==> config.mk <==
export PLATFORM = sky130hd
export DESIGN_NAME = lp_cmp_timer
export DESIGN_NICKNAME = d
export VERILOG_FILES = /design/src/rtl/lpt_pkg.sv /design/src/rtl/lpt_tick_div.sv /design/src/rtl/lpt_count_core.sv /design/src/rtl/lp_cmp_timer.sv
export SDC_FILE = /design/constraint.sdc
export NUM_CORES = 1
export LEC_CHECK = 0
export BUFFER_PORTS_ARGS = -buffer_cell sky130_fd_sc_hd__buf_2
export CORE_ASPECT_RATIO = 0.6
export CORE_MARGIN = 8
export CORE_UTILIZATION = 52
export DETAILED_ROUTE_END_ITERATION = 10
export GPL_TIMING_DRIVEN = 0
export HOLD_SLACK_MARGIN = 0.02
export PLACE_DENSITY = 0.74
export SLEW_MARGIN = 0
export SYNTH_ARGS = -nofsm -noshare
export SYNTH_HDL_FRONTEND = slang
export SYNTH_SLANG_ARGS = --single-unit
export TNS_END_PERCENT = 50
==> constraint.sdc <==
create_clock -name clk -period 3.4 [get_ports clk]
set_input_delay 0.17 -clock clk [delete_from_list [all_inputs] [get_ports clk]]
set_output_delay 0.17 -clock clk [all_outputs]
set_load 0.01 [all_outputs]
==> src/rtl/lpt_pkg.sv <==
package lpt_pkg;
   typedef enum logic [1:0] {
      A_CTRL  = 2'd0,
      A_SCALE = 2'd1,
      A_CMP   = 2'd2,
      A_CNT   = 2'd3
   } lpt_addr_e;

   localparam int CTRL_RUN  = 0;
   localparam int CTRL_IE   = 1;
   localparam int CTRL_FLAG = 2;
endpackage

==> src/rtl/lpt_tick_div.sv <==
module lpt_tick_div #(
   parameter int PS_W    = 4,
   parameter bit HAS_DIV = 1'b1
) (
   input  logic            clk,
   input  logic            rst_n,
   input  logic            run,
   input  logic            tick_in,
   input  logic            bypass,
   input  logic [PS_W-1:0] scale,
   output logic            tick_out
);
   localparam int DIV_W = 1 << PS_W;

   generate
      if (HAS_DIV) begin : g_div
         logic [DIV_W-1:0] div_q;
         logic [DIV_W-1:0] term;
         logic [PS_W:0]    shamt;

         assign shamt = {1'b0, scale} + 1'b1;
         assign term  = (DIV_W'(1) << shamt) - DIV_W'(1);

         always_ff @(posedge clk or negedge rst_n) begin
            if (!rst_n)
               div_q <= '0;
            else if (!run)
               div_q <= '0;
            else if (tick_in && !bypass)
               div_q <= (div_q >= term) ? '0 : div_q + DIV_W'(1);
         end

         assign tick_out = run & tick_in & (bypass | (div_q >= term));

         // the divider restarts after each terminal pulse
         p_div_restart_r11: assert property (@(posedge clk) disable iff (!rst_n)
            (run && tick_in && !bypass && div_q == term) |=> (div_q == '0));
      end else begin : g_nodiv
         logic unused_cfg;
         assign unused_cfg = bypass ^ (^scale) ^ clk ^ rst_n;
         assign tick_out   = run & tick_in;
      end
   endgenerate
endmodule

==> src/rtl/lpt_count_core.sv <==
module lpt_count_core #(
   parameter int CNT_W = 16
) (
   input  logic             clk,
   input  logic             rst_n,
   input  logic             run,
   input  logic             tick,
   input  logic [CNT_W-1:0] cmp,
   input  logic             flag_clr,
   output logic [CNT_W-1:0] cnt,
   output logic             flag
);
   logic primed_q;
   logic hit;

   assign hit = run & tick & primed_q & (cnt == cmp);

   always_ff @(posedge clk or negedge rst_n) begin
      if (!rst_n) begin
         cnt      <= '0;
         primed_q <= 1'b0;
      end else if (!run) begin
         cnt      <= '0;
         primed_q <= 1'b0;
      end else if (tick) begin
         if (!primed_q)
            primed_q <= 1'b1;
         else if (hit)
            cnt <= '0;
         else
            cnt <= cnt + CNT_W'(1);
      end
   end

   always_ff @(posedge clk or negedge rst_n) begin
      if (!rst_n)
         flag <= 1'b0;
      else if (hit)
         flag <= 1'b1;
      else if (flag_clr)
         flag <= 1'b0;
   end

   // a new flag always coincides with a wrap to zero
   p_flag_on_wrap_r2: assert property (@(posedge clk) disable iff (!rst_n)
      $rose(flag) |-> (cnt == '0));

   // the count only steps by one or returns to zero
   p_step_r1: assert property (@(posedge clk) disable iff (!rst_n)
      (cnt != $past(cnt)) |-> ((cnt == $past(cnt) + CNT_W'(1)) || (cnt == '0)));

   // a stopped timer leaves the count at zero
   p_off_zero_r7: assert property (@(posedge clk) disable iff (!rst_n)
      !run |=> (cnt == '0));
endmodule

==> src/rtl/lp_cmp_timer.sv <==
module lp_cmp_timer #(
   parameter int CNT_W   = 16,
   parameter int PS_W    = 4,
   parameter int N_SRC   = 4,
   parameter int DATA_W  = 32,
   parameter bit HAS_DIV = 1'b1
) (
   input  logic              clk,
   input  logic              rst_n,
   input  logic [N_SRC-1:0]  tick_src,
   input  logic              reg_wr,
   input  logic [1:0]        reg_addr,
   input  logic [DATA_W-1:0] reg_wdata,
   output logic [DATA_W-1:0] reg_rdata,
   output logic              irq
);
   import lpt_pkg::*;

   localparam int SEL_W   = (N_SRC > 1) ? $clog2(N_SRC) : 1;
   localparam int BYP_BIT = PS_W;
   localparam int SRC_LSB = PS_W + 1;

   generate
      if (CNT_W < 2 || CNT_W > DATA_W) begin : g_bad_cnt
         $error("lp_cmp_timer: CNT_W out of range");
      end
      if (PS_W < 1 || PS_W > 5 || SRC_LSB + SEL_W > DATA_W) begin : g_bad_ps
         $error("lp_cmp_timer: PS_W out of range");
      end
      if (N_SRC < 2 || N_SRC != (1 << SEL_W)) begin : g_bad_src
         $error("lp_cmp_timer: N_SRC must be a power of two above one");
      end
   endgenerate

   logic             run_q, ie_q, byp_q;
   logic [PS_W-1:0]  ps_q;
   logic [SEL_W-1:0] src_q;
   logic [CNT_W-1:0] cmp_q, latch_q, cnt;
   logic             flag, sel_tick, eff_tick, flag_clr;
   logic             wr_ctrl, wr_scale, wr_cmp, wr_cnt;
   logic             unused_wdata;

   assign wr_ctrl  = reg_wr && (reg_addr == A_CTRL);
   assign wr_scale = reg_wr && (reg_addr == A_SCALE);
   assign wr_cmp   = reg_wr && (reg_addr == A_CMP);
   assign wr_cnt   = reg_wr && (reg_addr == A_CNT);
   assign flag_clr = wr_ctrl && reg_wdata[CTRL_FLAG];
   assign unused_wdata = ^reg_wdata;

   always_ff @(posedge clk or negedge rst_n) begin
      if (!rst_n) begin
         run_q   <= 1'b0;
         ie_q    <= 1'b0;
         byp_q   <= 1'b0;
         ps_q    <= '0;
         src_q   <= '0;
         cmp_q   <= '1;
         latch_q <= '0;
      end else begin
         if (wr_ctrl) begin
            run_q <= reg_wdata[CTRL_RUN];
            ie_q  <= reg_wdata[CTRL_IE];
         end
         if (wr_scale) begin
            ps_q  <= reg_wdata[PS_W-1:0];
            byp_q <= reg_wdata[BYP_BIT];
            src_q <= reg_wdata[SRC_LSB +: SEL_W];
         end
         if (wr_cmp && (!run_q || flag))
            cmp_q <= reg_wdata[CNT_W-1:0];
         if (wr_cnt)
            latch_q <= cnt;
      end
   end

   assign sel_tick = tick_src[src_q];

   lpt_tick_div #(.PS_W(PS_W), .HAS_DIV(HAS_DIV)) u_div (
      .clk(clk), .rst_n(rst_n), .run(run_q), .tick_in(sel_tick),
      .bypass(byp_q), .scale(ps_q), .tick_out(eff_tick)
   );

   lpt_count_core #(.CNT_W(CNT_W)) u_core (
      .clk(clk), .rst_n(rst_n), .run(run_q), .tick(eff_tick),
      .cmp(cmp_q), .flag_clr(flag_clr), .cnt(cnt), .flag(flag)
   );

   always_comb begin
      reg_rdata = '0;
      unique case (reg_addr)
         A_CTRL: begin
            reg_rdata[CTRL_RUN]  = run_q;
            reg_rdata[CTRL_IE]   = ie_q;
            reg_rdata[CTRL_FLAG] = flag;
         end
         A_SCALE: begin
            reg_rdata[PS_W-1:0]          = ps_q;
            reg_rdata[BYP_BIT]           = byp_q;
            reg_rdata[SRC_LSB +: SEL_W]  = src_q;
         end
         A_CMP:   reg_rdata = DATA_W'(cmp_q);
         default: reg_rdata = DATA_W'(latch_q);
      endcase
   end

   assign irq = flag & ie_q;

   // a locked compare register keeps its value
   p_cmp_locked_r6: assert property (@(posedge clk) disable iff (!rst_n)
      (wr_cmp && run_q && !flag) |=> $stable(cmp_q));

   // the snapshot changes only on a count-register write
   p_latch_hold_r5: assert property (@(posedge clk) disable iff (!rst_n)
      !wr_cnt |=> $stable(latch_q));

   // the interrupt never fires while masked
   p_irq_masked_r8: assert property (@(posedge clk) disable iff (!rst_n)
      (!ie_q && !wr_ctrl) |=> !irq);
endmodule

==> summary.txt <==
Timing
  • Slew HR: 0.318
  • Hold WS: a little under 60 ps
  • Final worst setup slack: -45.5 ps
  • Achievable frequency: ~0.29 GHz
  • Slew Limit Fails: 0
  • Final worst-path cycle share: 1.01
  • Clock skew: 7.54 ps
  • Worst slew pin tran: ~1000 ps
  • Final Hold Fails: 0
  • RSZ-0062 raised after global routing: true
  • Tmin final: around 3400 ps
  • Final setup fails: 2

Yosys
  • Mapped cell area: around 0.0047 mm2
  • Ys async rst share: 1.00
  • Post-Syn Area per Cell: 10.1 um2
  • Distinct cells, synth: 55
  • Synth Instances: 468
  • Most frequent cell after synthesis: dfrtp_1
  • Top FF cell, synth: dfrtp_1
  • Cell taking the most area after synthesis: dfrtp_1
  • Seq/Total Area, Yosys: 0.401
  • Share of the synthesized area in the top cell type: 0.312
  • Top cells by area, synth: dfrtp_1 (31%), mux2_2 (10%), dfstp_2 (8.9%)
  • Number of synthesized register bits: 75
  • Yosys warnings: 0
  • Post-synth EDFFs: 0
  • Post-synth top cells: dfrtp_1 (59), mux2_2 (43), nor2_1 (33), nand2_1 (31), a21oi_1 (24)

Global route
  • Initial antenna violation count: 0
  • Tot GR Track Use: 0.201
  • Vias in the first global route: 3,971
  • Global Route met1 Usage: 0.298
  • Largest net degree at the start of global routing: 55
  • Global route hottest layer: met1
  • M2 GR Usage: 0.272
  • Grt met3 use: 0.0591
  • First-pass GRT wire length: 20,300 um
  • Total gr overflow: 0

Final layout
  • Fraction of layout cells with a size suffix above 1: 0.368
  • Post-layout nets: roughly 610
  • Antenna cells: 0
  • Non-Filler Instances: around 670
  • Area grow syn2layout: 24.9%
  • Multi-input gate area: 0.00289 mm2
  • Register Area: about 0.0019 mm2
  • FILL cells: about 660

Clocking
  • Clock latency on the worst-skew pair: about 340 ps
  • Max H-tree Level: 3
  • Clock root cell: clkbuf_16
  • CTS tree: done
  • CTS Buf Count: 9
  • Clock-pin transition on the worst setup and hold timing paths: about 60 ps
  • CTS Sinks: between 70 and 80
  • CTS Buffer Depth: 2

Floorplanning
  • Starting Density: 0.524
  • Die ar.: around 0.013 mm2
  • Floorplan core area: 0.00902 mm2
  • Die span in x: 139 um
  • Placement Rows: 27
  • I/O pins: between 70 and 80
  • Die H: between 80 and 90 um

Pwr
  • Pwr per Cell Area: 487 mW/mm2
  • Final Total Pwr: about 2.9 mW
  • VDD IR max: roughly 0.52 mV
  • Leakage: approximately 2.6 nW

Setup path
  • Setup CP Type: register to register
  • Startpoint Class: register
  • Critical Path Max Stage Delay: 510 ps
  • CP Max Fanout: 8
  • CP Capture Type: register
  • WP data required: ~3700 ps
  • Critical-path cell list: buf_8 -> buf_8 -> nor2_4 -> nand2_2 -> ha_4 -> nand2b_4 -> o21ai_4 -> a31oi_4 -> ha_4 -> nand4_1 -> or3_4 -> nand3_4 -> nor4_4 -> or4b_1 -> a21oi_1
  • Slowest-stage cell, CP: or4b_1
  • CP arrival: roughly 3700 ps

Drt
  • First DRT Iteration DRCs: ~440
  • # DRC: 0
  • Vias per inst: slightly above 6
  • Total wire length: approximately 13,000 um
  • DR pass1 iterations: 5
  • Total number of vias: about 4,100
  • Final ANT Viol Nets: 0
  • DR WL/cell: just under 20 um

Placed design
  • I/O Buffers: 41
  • Placed Cells: 642
  • DPL Wire Length: between 8000 and 9000 um
  • GPL Wtd Cong: 0.880

Run
  • Max-cap viol count: 0

Outcome
  • Failing checks: negative setup slack
  • Status: finished, violations left

Worst hold path
  • Worst hold path class: primary input to register
placed cells by master (no fill, tap or decap), types with 18 or more instances in the layout:
cell,n
xnor2_1,19
nor2_1,31
a21oi_1,19
nand3_1,22
buf_2,43
conb_1,18
dfrtp_1,56
buf_4,35
mux2_2,43
nand2_1,29
per-layer routing:
layer  share of wire  wire [um]
met4          0.0087        114
met2            0.43       5570
met5               0          0
met3           0.094       1220
met1            0.47       6160
report_power, final:
part / total [mW] / leakage, nW / internal (mW) / switching [mW]
clock network: 0.973 / 0.140 / 0.576 / 0.397
logic: 0.768 / 1.49 / 0.370 / 0.398
registers: 1.14 / 0.970 / 1.03 / 0.110
registers in the layout, summed over array words and instances (netlist names):
register / flops
byp_q: 1
cmp_q: 16
ie_q: 1
latch_q: 16
ps_q: 4
run_q: 1
src_q: 2
u_core.cnt: 16
u_core.flag: 1
u_core.primed_q: 1
u_div.g_div.div_q: 16
cells by family after synthesis:
kind of cell	synth area share
buffers and inverters	0.0548
muxes	0.141
AOI/OAI and AO/OA	0.112
xor gates and xnor gates	0.0519
adders and majority gates	0.0503
other	0.00159
and+or+nand+nor	0.188
DFF	0.401
final timing paths:
| check | cells after the start | slack (ps) | end | from |
|---|---|---|---|---|
| setup / recovery | 15 | -50 | u_core.cnt[5]$_DFFE_PN0P_ | ps_q[3]$_DFFE_PN0P_ |
| hold / removal | 2 | 60 | cmp_q[15]$_DFFE_PN1P_ | reg_wdata[15] |
| setup reg to reg | 15 | -50 | u_core.cnt[5]$_DFFE_PN0P_ | ps_q[3]$_DFFE_PN0P_ |
| hold reg to reg | 1 | 510 | latch_q[13]$_DFFE_PN0P_ | latch_q[13]$_DFFE_PN0P_ |
| max in group asynchronous | 3 | 2520 | cmp_q[15]$_DFFE_PN1P_ | rst_n |
| min in group asynchronous | 2 | 270 | u_div.g_div.div_q[4]$_DFFE_PN0P_ | rst_n |
through the flow:
stage          TNS, ps  utilization  setup WS, ps  area [um2]
2_1_floorplan        0            -          62.6        4800
5_1_grt          -1460        0.655          -138        5900
3_3_place_gp    -10650        0.571          -399        5150
3_5_place_dp    -16470        0.574          -567        5180
4_1_cts              0        0.618          11.7        5570
6_report         -47.0        0.655         -45.5        5900
area by class of cell:
type	count	area share
multi-input cells	364	0.490
inverters	4	0.00254
well taps	116	0.0246
plain buffers	38	0.0439
flip-flops and latches	75	0.322
clock inverters	6	0.0121
clock buffers	10	0.0388
repair buffers	60	0.0668
what timing repair did:
action | CTS | global route
gates cloned | 0 | 3
endpoints found under the hold margin | 21 | 0
resized for setup | 21 | 46
setup buffers | 3 | 12
endpoints found under the setup margin | 34 | 31
pin swaps | 6 | 34
hold buffers | 1 | 0
critical path: cells and delay by family (launching register included):
family                     cells  cell delay [ps]
DFF                            1              400
adders and majority gates      2              510
AOI/OAI and AO/OA              3              470
buffers and inverters          2              270
and+or+nand+nor                8             1710
Power figures use the tool's default switching activity.
